File: src/rtl/hwc_pkg.sv
// Shared types for the halt/wake controller.
package hwc_pkg;
    typedef enum logic [1:0] {ST_RUN, ST_HALT, ST_START} hwc_state_t;
    typedef enum logic [1:0] {RK_NONE, RK_FULL, RK_WARM} rst_kind_t;
endpackage

File: src/rtl/hwc_startup_timer.sv
// Start-up wait counter.
// Loads DELAY-1 on power_on or load, then counts down to zero.
// done is high when the count has reached zero and no reload is pending.
// Assumes DELAY >= 1.
module hwc_startup_timer #(
    parameter int DELAY = 1024
) (
    input  logic clk,
    input  logic power_on,
    input  logic load,
    output logic done
);
    localparam int CW = (DELAY > 1) ? $clog2(DELAY) : 1;
    localparam logic [CW-1:0] LOAD_VAL = CW'(DELAY - 1);

    logic [CW-1:0] cnt;

    // Reload on a cause, otherwise step down until zero.
    always_ff @(posedge clk) begin
        if (power_on || load)
            cnt <= LOAD_VAL;
        else if (cnt != '0)
            cnt <= cnt - 1'b1;
    end

    // Wait is over once the count is at zero with no reload this cycle.
    assign done = (cnt == '0) && !load && !power_on;

    AST_LOAD_FULL: assert property (@(posedge clk) disable iff (power_on)
        load |=> (cnt == LOAD_VAL));
    AST_STEP_DOWN: assert property (@(posedge clk) disable iff (power_on)
        (!load && cnt != '0) |=> (cnt == $past(cnt) - CW'(1)));
endmodule

File: src/rtl/hwc_port_wake.sv
// Port falling-edge detector.
// Keeps a registered copy of the pins and flags any masked pin that went from 1 to 0.
// Assumes the pins are already synchronous to clk.
module hwc_port_wake #(
    parameter int W = 8
) (
    input  logic         clk,
    input  logic         power_on,
    input  logic [W-1:0] pins,
    input  logic [W-1:0] mask,
    output logic         fall_any
);
    logic [W-1:0] prev;
    logic [W-1:0] fall_bit;

    // Track the previous pin levels, idle-high after power-up.
    always_ff @(posedge clk) begin
        if (power_on)
            prev <= '1;
        else
            prev <= pins;
    end

    // Per-pin masked falling edge.
    for (genvar i = 0; i < W; i++) begin : g_bit
        assign fall_bit[i] = prev[i] & ~pins[i] & mask[i];
    end

    assign fall_any = |fall_bit;
endmodule

File: src/rtl/hwc_status_flags.sv
// Timeout and sleep status flags.
// Each event input is one cycle wide, and the events are mutually prioritised in
// the order listed in the process below.
module hwc_status_flags (
    input  logic clk,
    input  logic power_on,
    input  logic ev_res_halt,
    input  logic ev_wdt_halt,
    input  logic ev_wdt_run,
    input  logic ev_halt,
    input  logic ev_clr,
    output logic tmo_flag,
    output logic sleep_flag
);
    // Apply the flag rule of the highest-priority event this cycle.
    always_ff @(posedge clk) begin
        if (power_on) begin
            tmo_flag   <= 1'b0;
            sleep_flag <= 1'b0;
        end else if (ev_res_halt) begin
            tmo_flag   <= 1'b0;
            sleep_flag <= 1'b1;
        end else if (ev_wdt_halt) begin
            tmo_flag   <= 1'b1;
            sleep_flag <= 1'b1;
        end else if (ev_wdt_run) begin
            tmo_flag   <= 1'b1;
        end else if (ev_halt) begin
            tmo_flag   <= 1'b0;
            sleep_flag <= 1'b1;
        end else if (ev_clr) begin
            sleep_flag <= 1'b0;
        end
    end

    AST_HALT_FLAGS: assert property (@(posedge clk) disable iff (power_on)
        ev_halt |=> (sleep_flag && !tmo_flag));
    AST_CLEAR_SLEEP: assert property (@(posedge clk) disable iff (power_on)
        ev_clr |=> !sleep_flag);
    AST_CLEAR_KEEPS_TMO: assert property (@(posedge clk) disable iff (power_on)
        ev_clr |=> (tmo_flag == $past(tmo_flag)));
    AST_RES_HALT_FLAGS: assert property (@(posedge clk) disable iff (power_on)
        ev_res_halt |=> (!tmo_flag && sleep_flag));
    AST_WDT_SETS_TMO: assert property (@(posedge clk) disable iff (power_on)
        (ev_wdt_run || ev_wdt_halt) |=> tmo_flag);
endmodule

File: src/rtl/halt_wake_ctrl.sv
// Halt, wake and restart controller.
// Parks the core on halt_cmd, watches the wake sources, runs a START_DELAY-cycle
// start-up wait after every reset or wake, and picks the resume mode.
// All inputs are assumed synchronous to clk. power_on is the synchronous power-up reset.
module halt_wake_ctrl #(
    parameter int PORT_W      = 8,
    parameter int START_DELAY = 1024
) (
    input  logic              clk,
    input  logic              power_on,
    input  logic              ext_rst_n,
    input  logic              halt_cmd,
    input  logic              wdt_clear_cmd,
    input  logic              wdt_timeout,
    input  logic [PORT_W-1:0] port_pins,
    input  logic [PORT_W-1:0] port_wake_mask,
    input  logic              irq_req,
    input  logic              irq_en,
    input  logic              stack_full,
    output logic              core_run,
    output logic              sys_clk_en,
    output logic              full_reset,
    output logic              warm_reset,
    output logic              take_interrupt,
    output logic              tmo_flag,
    output logic              sleep_flag
);
    import hwc_pkg::*;

    hwc_state_t state;
    rst_kind_t  kind;
    logic       vec_pend;
    logic       ti_q;
    logic       irq_stale;

    logic is_run, is_halt, is_start;
    logic res_evt, wdt_evt, port_fall, irq_wake, wake_soft;
    logic halt_go, clr_go, tmr_load, tmr_done;

    assign is_run   = (state == ST_RUN);
    assign is_halt  = (state == ST_HALT);
    assign is_start = (state == ST_START);

    // Cause decode: reset pin first, then watchdog, then soft wakes and commands.
    assign res_evt   = !ext_rst_n;
    assign wdt_evt   = ext_rst_n && wdt_timeout;
    assign irq_wake  = is_halt && irq_req && !irq_stale;
    assign wake_soft = is_halt && ext_rst_n && !wdt_timeout && (port_fall || irq_wake);
    assign halt_go   = is_run && ext_rst_n && !wdt_timeout && halt_cmd;
    assign clr_go    = is_run && ext_rst_n && !wdt_timeout && !halt_cmd && wdt_clear_cmd;
    assign tmr_load  = res_evt || wdt_evt || wake_soft;

    hwc_port_wake #(.W(PORT_W)) u_port (
        .clk      (clk),
        .power_on (power_on),
        .pins     (port_pins),
        .mask     (port_wake_mask),
        .fall_any (port_fall)
    );

    hwc_startup_timer #(.DELAY(START_DELAY)) u_timer (
        .clk      (clk),
        .power_on (power_on),
        .load     (tmr_load),
        .done     (tmr_done)
    );

    hwc_status_flags u_flags (
        .clk         (clk),
        .power_on    (power_on),
        .ev_res_halt (res_evt && is_halt),
        .ev_wdt_halt (wdt_evt && is_halt),
        .ev_wdt_run  (wdt_evt && !is_halt),
        .ev_halt     (halt_go),
        .ev_clr      (clr_go),
        .tmo_flag    (tmo_flag),
        .sleep_flag  (sleep_flag)
    );

    // Main sequencer: run, halt and start-up wait, with the restart kind and resume mode.
    always_ff @(posedge clk) begin
        if (power_on) begin
            state     <= ST_START;
            kind      <= RK_FULL;
            vec_pend  <= 1'b0;
            ti_q      <= 1'b0;
            irq_stale <= 1'b0;
        end else begin
            ti_q <= 1'b0;
            if (res_evt || (wdt_evt && !is_halt)) begin
                state    <= ST_START;
                kind     <= RK_FULL;
                vec_pend <= 1'b0;
            end else if (wdt_evt) begin
                state    <= ST_START;
                kind     <= RK_WARM;
                vec_pend <= 1'b0;
            end else begin
                case (state)
                    ST_RUN: begin
                        if (halt_go) begin
                            state     <= ST_HALT;
                            irq_stale <= irq_req;
                        end
                    end
                    ST_HALT: begin
                        if (wake_soft) begin
                            state    <= ST_START;
                            kind     <= RK_NONE;
                            vec_pend <= irq_wake && irq_en && !stack_full;
                        end else if (!irq_req) begin
                            irq_stale <= 1'b0;
                        end
                    end
                    ST_START: begin
                        if (tmr_done) begin
                            state    <= ST_RUN;
                            kind     <= RK_NONE;
                            ti_q     <= vec_pend;
                            vec_pend <= 1'b0;
                        end
                    end
                    default: state <= ST_START;
                endcase
            end
        end
    end

    assign core_run       = is_run;
    assign sys_clk_en     = !is_halt;
    assign full_reset     = is_start && (kind == RK_FULL);
    assign warm_reset     = is_start && (kind == RK_WARM);
    assign take_interrupt = ti_q;

    AST_RUN_AFTER_WAIT: assert property (@(posedge clk) disable iff (power_on)
        $rose(core_run) |-> $past(tmr_done));
    AST_VECTOR_FIRST_RUN: assert property (@(posedge clk) disable iff (power_on)
        take_interrupt |-> (core_run && !$past(core_run)));
    AST_WARM_FLAGS: assert property (@(posedge clk) disable iff (power_on)
        warm_reset |-> (tmo_flag && sleep_flag));
    AST_STALE_IRQ_SLEEPS: assert property (@(posedge clk) disable iff (power_on)
        (is_halt && irq_stale && ext_rst_n && !wdt_timeout && !port_fall) |=> !core_run);
    AST_RESET_RUN_KEEPS: assert property (@(posedge clk) disable iff (power_on)
        (!ext_rst_n && !is_halt) |=> ($stable(tmo_flag) && $stable(sleep_flag)));
endmodule

File: config.mk
export PLATFORM = sky130hd
export DESIGN_NAME = halt_wake_ctrl
export DESIGN_NICKNAME = d
export VERILOG_FILES = /design/src/rtl/hwc_pkg.sv /design/src/rtl/hwc_startup_timer.sv /design/src/rtl/hwc_port_wake.sv /design/src/rtl/hwc_status_flags.sv /design/src/rtl/halt_wake_ctrl.sv
export SDC_FILE = /design/constraint.sdc
export NUM_CORES = 1
export LEC_CHECK = 0
export BUFFER_PORTS_ARGS = -buffer_cell sky130_fd_sc_hd__buf_2
export CELL_PAD_IN_SITES_DETAIL_PLACEMENT = 1
export CELL_PAD_IN_SITES_GLOBAL_PLACEMENT = 1
export CORE_UTILIZATION = 28
export CTS_BUF_LIST = sky130_fd_sc_hd__clkbuf_2 sky130_fd_sc_hd__clkbuf_4 sky130_fd_sc_hd__clkbuf_8
export CTS_CLUSTER_SIZE = 20
export DETAILED_ROUTE_END_ITERATION = 10
export PLACE_DENSITY = 0.63
export SETUP_SLACK_MARGIN = 0.1
export SYNTH_ARGS = -nofsm -noshare
export SYNTH_HDL_FRONTEND = slang
export SYNTH_SLANG_ARGS = --single-unit
File: constraint.sdc
create_clock -name clk -period 2.08 [get_ports clk]
set_input_delay 0.104 -clock clk [delete_from_list [all_inputs] [get_ports clk]]
set_output_delay 0.104 -clock clk [all_outputs]
set_load 0.01 [all_outputs]
Word level (Yosys, flattened, before mapping)
Cells that the tools add are included.

cells by class
  equal/unequal tests = 12
  add/sub/neg operators = 1
  reduce and logical (&&, ||, !) cells = 51
  bitwise logic cells = 28
  mux-type cells = 22

operator list
  operator                                                               number
  1-bit logical AND                                                      20
  1-bit AND                                                              16
  1-bit two-way mux                                                      13
  1-bit inverter                                                         12
  10-bit logical NOT                                                     1
  2-bit two-way mux                                                      5
  10-bit nonzero test                                                    1
  10-bit by 1-bit subtractor with 10-bit output (second input constant)  1
  3-bit by 1-bit != test with 1-bit output (second input constant)       3
  3-bit AND reduction                                                    3
  1-bit logical NOT                                                      8
  8-bit OR reduction                                                     1
  2-bit by 1-bit != test with 1-bit output (second input constant)       3
  2-bit case mux with 3 select lines                                     1
  6-bit AND reduction                                                    1
  3-bit nonzero test                                                     2
  1-bit logical OR                                                       5
  5-bit OR reduction                                                     1
  2-bit by 1-bit == test with 1-bit output (second input constant)       2
  2-bit == test (second input constant)                                  2
  2-bit != test (second input constant)                                  2
  1-bit case mux with 2 select lines                                     2
  2-bit case mux with 2 select lines                                     1
  2-bit nonzero test                                                     2
  other kinds (5)                                                        6

storage, ports and cells
  flip-flop bits (word level) = 27
  word-level logic and storage cells = 123
  input bits = 25

Depth between registers and ports, before layout
  depth after elaboration = 13
  gate-level depth with buffers = 9

Modules after synthesis
From an unflattened synthesis, not the netlist that was laid out.

second synthesis, totals
  cells, all modules = 158
  area, all modules = 1358.8 um2

by module, submodules not included
  module             area each (um2)  cells each  instances  seq. area each (um2)
  hwc_startup_timer  534.3            60          1          200.2
  halt_wake_ctrl     466.7            57          1          140.1
  hwc_port_wake      276.5            31          1          160.2
  hwc_status_flags   81.3             10          1          40.0

Worst setup path after synthesis
Ideal clock, no wire load.

  path kind = flip-flop to flip-flop
  start point = register u_timer.cnt[0]
  end point = register state[0]
  period minus slack after synthesis = 2151 ps
  required time = 1966 ps
  cell stages (with the launch flop) = 10
  buffers on the path = 1
  path slack = -71 ps
  arrival time = 2037 ps
  cell sequence = dfxtp_1 > inv_1 > ha_1 > or3b_1 > or4b_1 > buf_6 > nor2_4 > nor4_1 > a32o_1 > a21o_1

between the ends
  longest elaborated chain between the ends = 5

RTL lines
  item                                                line                     source
  start: declaration                                  hwc_startup_timer.sv:16  logic [CW-1:0] cnt;
  start signal: assignment                            hwc_startup_timer.sv:23  cnt <= cnt - 1'b1;
  10-bit logical NOT                                  hwc_startup_timer.sv:27  assign done = (cnt == '0) && !load && !power_on;
  1-bit logical AND (2 in series)                     hwc_startup_timer.sv:27
  2-bit by 1-bit != test with 1-bit output (no line)  --
  3-bit AND reduction (no line)                       --
  end signal: assignment                              halt_wake_ctrl.sv:83     state <= ST_START;
  end signal: assignment                              halt_wake_ctrl.sv:91     state <= ST_START;
  end signal: assignment                              halt_wake_ctrl.sv:95     state <= ST_START;
  end: declaration                                    halt_wake_ctrl.sv:30     hwc_state_t state;

Every way passes these cells.
A chain may end at the register's enable or synchronous reset.

Worst setup path after layout
  start point = register u_timer.cnt[1]
  end point = register state[0]

Same word-level chain as after synthesis.

==> impl_metrics.tcl <==
set metrics [dict create \
    fmax_ghz 0.474 \
    cp-end-kind "register" \
    grt_overflow 0 \
    hold_viol_final 0 \
    arrival_ns 2.29 \
    numCtsBuffers 3 \
    drc 12 \
    syn_inst 153 \
    synthToLayoutAreaGrowth_pct 28.8 \
    ff2ff_path_depth 8 \
    r2r-end "state[0]" \
    viasPerCell 4.93 \
    cts_root_buf "clkbuf_8" \
    hp-class "in -> reg" \
    power.density_mw_per_mm2 532 \
    setup_ws_ns -0.0275 \
    clk_path_buf_depth 2 \
    critPathLaunchType "register" \
    peakVddDrop_mv 0.218 \
    finalMaxSlewViolations 0 \
    clock_latency_ns 0.27 \
    violations "design-rule violations, negative setup slack" \
    synthDistinctLibCells 44 \
    dpl.hpwl_um 2790 \
    holdCritStartpoint "port_pins[3]" \
    synth_fp_nets 183 \
    fin_area_mm2 0.00171 \
    critical_path_required_ns 2.26 \
    yosysSeqAreaShare 0.407 \
    post_dp_cell_area_mm2 0.00160 \
    ys_warn_count 0 \
    drive_gt1_frac 0.379 \
    grt_pass1_vias 1347 \
    worst_pin_slew_ns 0.435 \
    initial_core_util 0.299 \
    period_share 1.01 \
    path_cells "inv_2 > ha_4 > or3b_4 > or4b_4 > nor2_4 > nor4_1 > a32o_1 > a21o_1" \
    grtUsageTotal 0.150 \
    nets 229 \
    p_leak_uw 0.000719 \
    slew_headroom 0.707 \
    startpoint "u_timer.cnt[1]" \
    dr.pass1.iters 7 \
    wl_per_cell_um 14.4 \
    grt_max_degree 16 \
    min_to "u_port.prev[3]" \
    diodes 0 \
    rsz0062_at_grt "yes" \
    drt_iter0_drc 37 \
    rrSetupSlack_ns -0.03 \
    place.gp.congestion 0.754 \
    min_period_ns 2.11 \
    antenna_left 0 \
    ys_seq_elements 27 \
    die_height_um 70.9 \
    cp_max_fo 4 \
    cts_sinks 27 \
    status "complete, but fails checks" \
    vias 1232 \
    cts_tree "yes" \
    mostFrequentLayoutCell "buf_2" \
    final_cell_mix "buf_2 (31), nand2_1 (25), dfxtp_1 (25), buf_4 (15)" \
    grt_pass1_wl_um 5980 \
    antenna_found_initial 0 \
    ios 32 \
    max_stage_delay_ns 0.54 \
    cts_max_level 1 \
    fp.dieW_um 70.9 \
    finalSetupViolCount 1 \
    post-route-util 0.385 \
    fp-row-count 24 \
    finalWirelength_um 3590 \
    synth_area_per_cell_um2 8.68 \
    rr_startpoint "u_timer.cnt[1]" \
    path_clk_slew_ns 0.10 \
    whs_path_depth 2 \
    fin_skew_ns 0.00269 \
    cts_hold_buf 0 \
    critPathKind "reg -> reg" \
    port_buffers 31 \
    slowest_stage "or4b_4" \
    synthesis.area_mm2 0.00133 \
    coreArea_mm2 0.00444 \
    drv_cap 0 \
    dieArea_mm2 0.00503 \
]
[cell families after synthesis]
group	Yosys count	synth area share
fa+ha+maj	5	0.0471
buf+inv	11	0.0461
xor+xnor	6	0.0395
simple gates	76	0.320
flops	27	0.407
compound gates	28	0.140
[worst max-delay path by stage]
stage / end / slack, ns / depth (start not counted)
2_1_floorplan: state[0] / -0.004 / 9
3_3_place_gp: state[0] / -0.0006 / 8
3_5_place_dp: state[0] / -0.10 / 8
4_1_cts: state[0] / -0.02 / 8
5_1_grt: state[0] / -0.08 / 8
6_report: state[0] / -0.03 / 8
[what timing repair did]
item | CTS | global route
buffers inserted | 2 | 4
setup endpoints to repair | 10 | 14
resized for setup | 4 | 6
pin swaps | 3 | 5
[state kept, by name, summed over array words and instances, names as in the netlist]
| signal | flops |
|---|---|
| vec_pend | 1 |
| u_timer.cnt | 10 |
| u_flags.sleep_flag | 1 |
| state | 2 |
| take_interrupt | 1 |
| u_port.prev | 8 |
| kind | 2 |
| u_flags.tmo_flag | 1 |
| irq_stale | 1 |
[routing by layer]
layer | share of wire | GRT usage | vias to the layer above
li1 | - | - | 619
met1 | 0.44 | 0.170 | 579
met2 | 0.50 | 0.281 | 29
met3 | 0.046 | 0.0242 | 5
met4 | 0.014 | 0.0533 | 0
met5 | 0 | 0 | -
[report_power, final]
group	switching, µW	internal [µW]	total [µW]	leakage [µW]
combinational	37.4	38.4	75.7	0.000473
sequential	3.94	526	530	0.000220
clock	171	134	305	0.0000255
total	212	699	911	0.000719
[critical path, delay by kind of cell, from the launching register on]
| family | cells | cell delay [ns] |
|---|---|---|
| compound gates | 2 | 0.37 |
| fa+ha+maj | 1 | 0.13 |
| flops | 1 | 0.33 |
| simple gates | 4 | 1.11 |
| buf+inv | 1 | 0.07 |
[per-stage QoR]
step / setup slack [ns] / total power (µW) / std cells / setup TNS, ns / hold WS [ns]
2_1_floorplan: -0.00444 / 576 / 153 / -0.00444 / 0.187
5_1_grt: -0.0767 / 966 / 250 / -0.310 / 0.00945
6_report: -0.0275 / 911 / 250 / -0.0275 / 0.0266
4_1_cts: -0.0153 / 927 / 246 / -0.0153 / 0.0191
3_5_place_dp: -0.102 / 618 / 240 / -0.103 / 0.314
3_3_place_gp: -0.000623 / 612 / 240 / -0.000623 / 0.307
[synth_stat cells (all sizes together)]
cell type  number  share of area
o22ai           3          0.014
nor2            9          0.031
inv             6          0.017
dfxtp          27           0.41
and2            2         0.0094
and3b           1         0.0066
and3            1         0.0047
nand2          27          0.076
a211o           1         0.0066
nor4b           1          0.018
o21ai          11          0.041
nor2b           2         0.0094
nand3b          2          0.011
nor4            4          0.019
buf             2          0.020
a32o            1         0.0075
or2             8          0.038
a2111oi         1         0.0066
o221a           1         0.0085
o211ai          1         0.0057
a22oi           2          0.011
a21o            2          0.011
or3b            1         0.0066
a21boi          1         0.0057
a21oi           2         0.0075
a311oi          1         0.0066
or4b            2          0.015
or4             2          0.012
nor3            5          0.019
nand3           3          0.011
and2b           1         0.0066
nand2b          2         0.0094
ha              5          0.047
clkbuf          3         0.0094
nor3b           2          0.011
or2b            1         0.0057
xnor2           4          0.026
a311o           1         0.0075
xor2            2          0.013
[layout make-up]
| type | count | area (µm²) |
|---|---|---|
| Clock buffer | 3 | 41.3 |
| Clock inverter | 1 | 5.00 |
| Fill cell | 547 | 2730 |
| Inverter | 6 | 25.0 |
| Multi-Input combinational cell | 115 | 762 |
| Sequential cell | 27 | 546 |
| Tap cell | 52 | 65.1 |
| Timing Repair Buffer | 46 | 268 |
(Power assumes the default switching activity.)
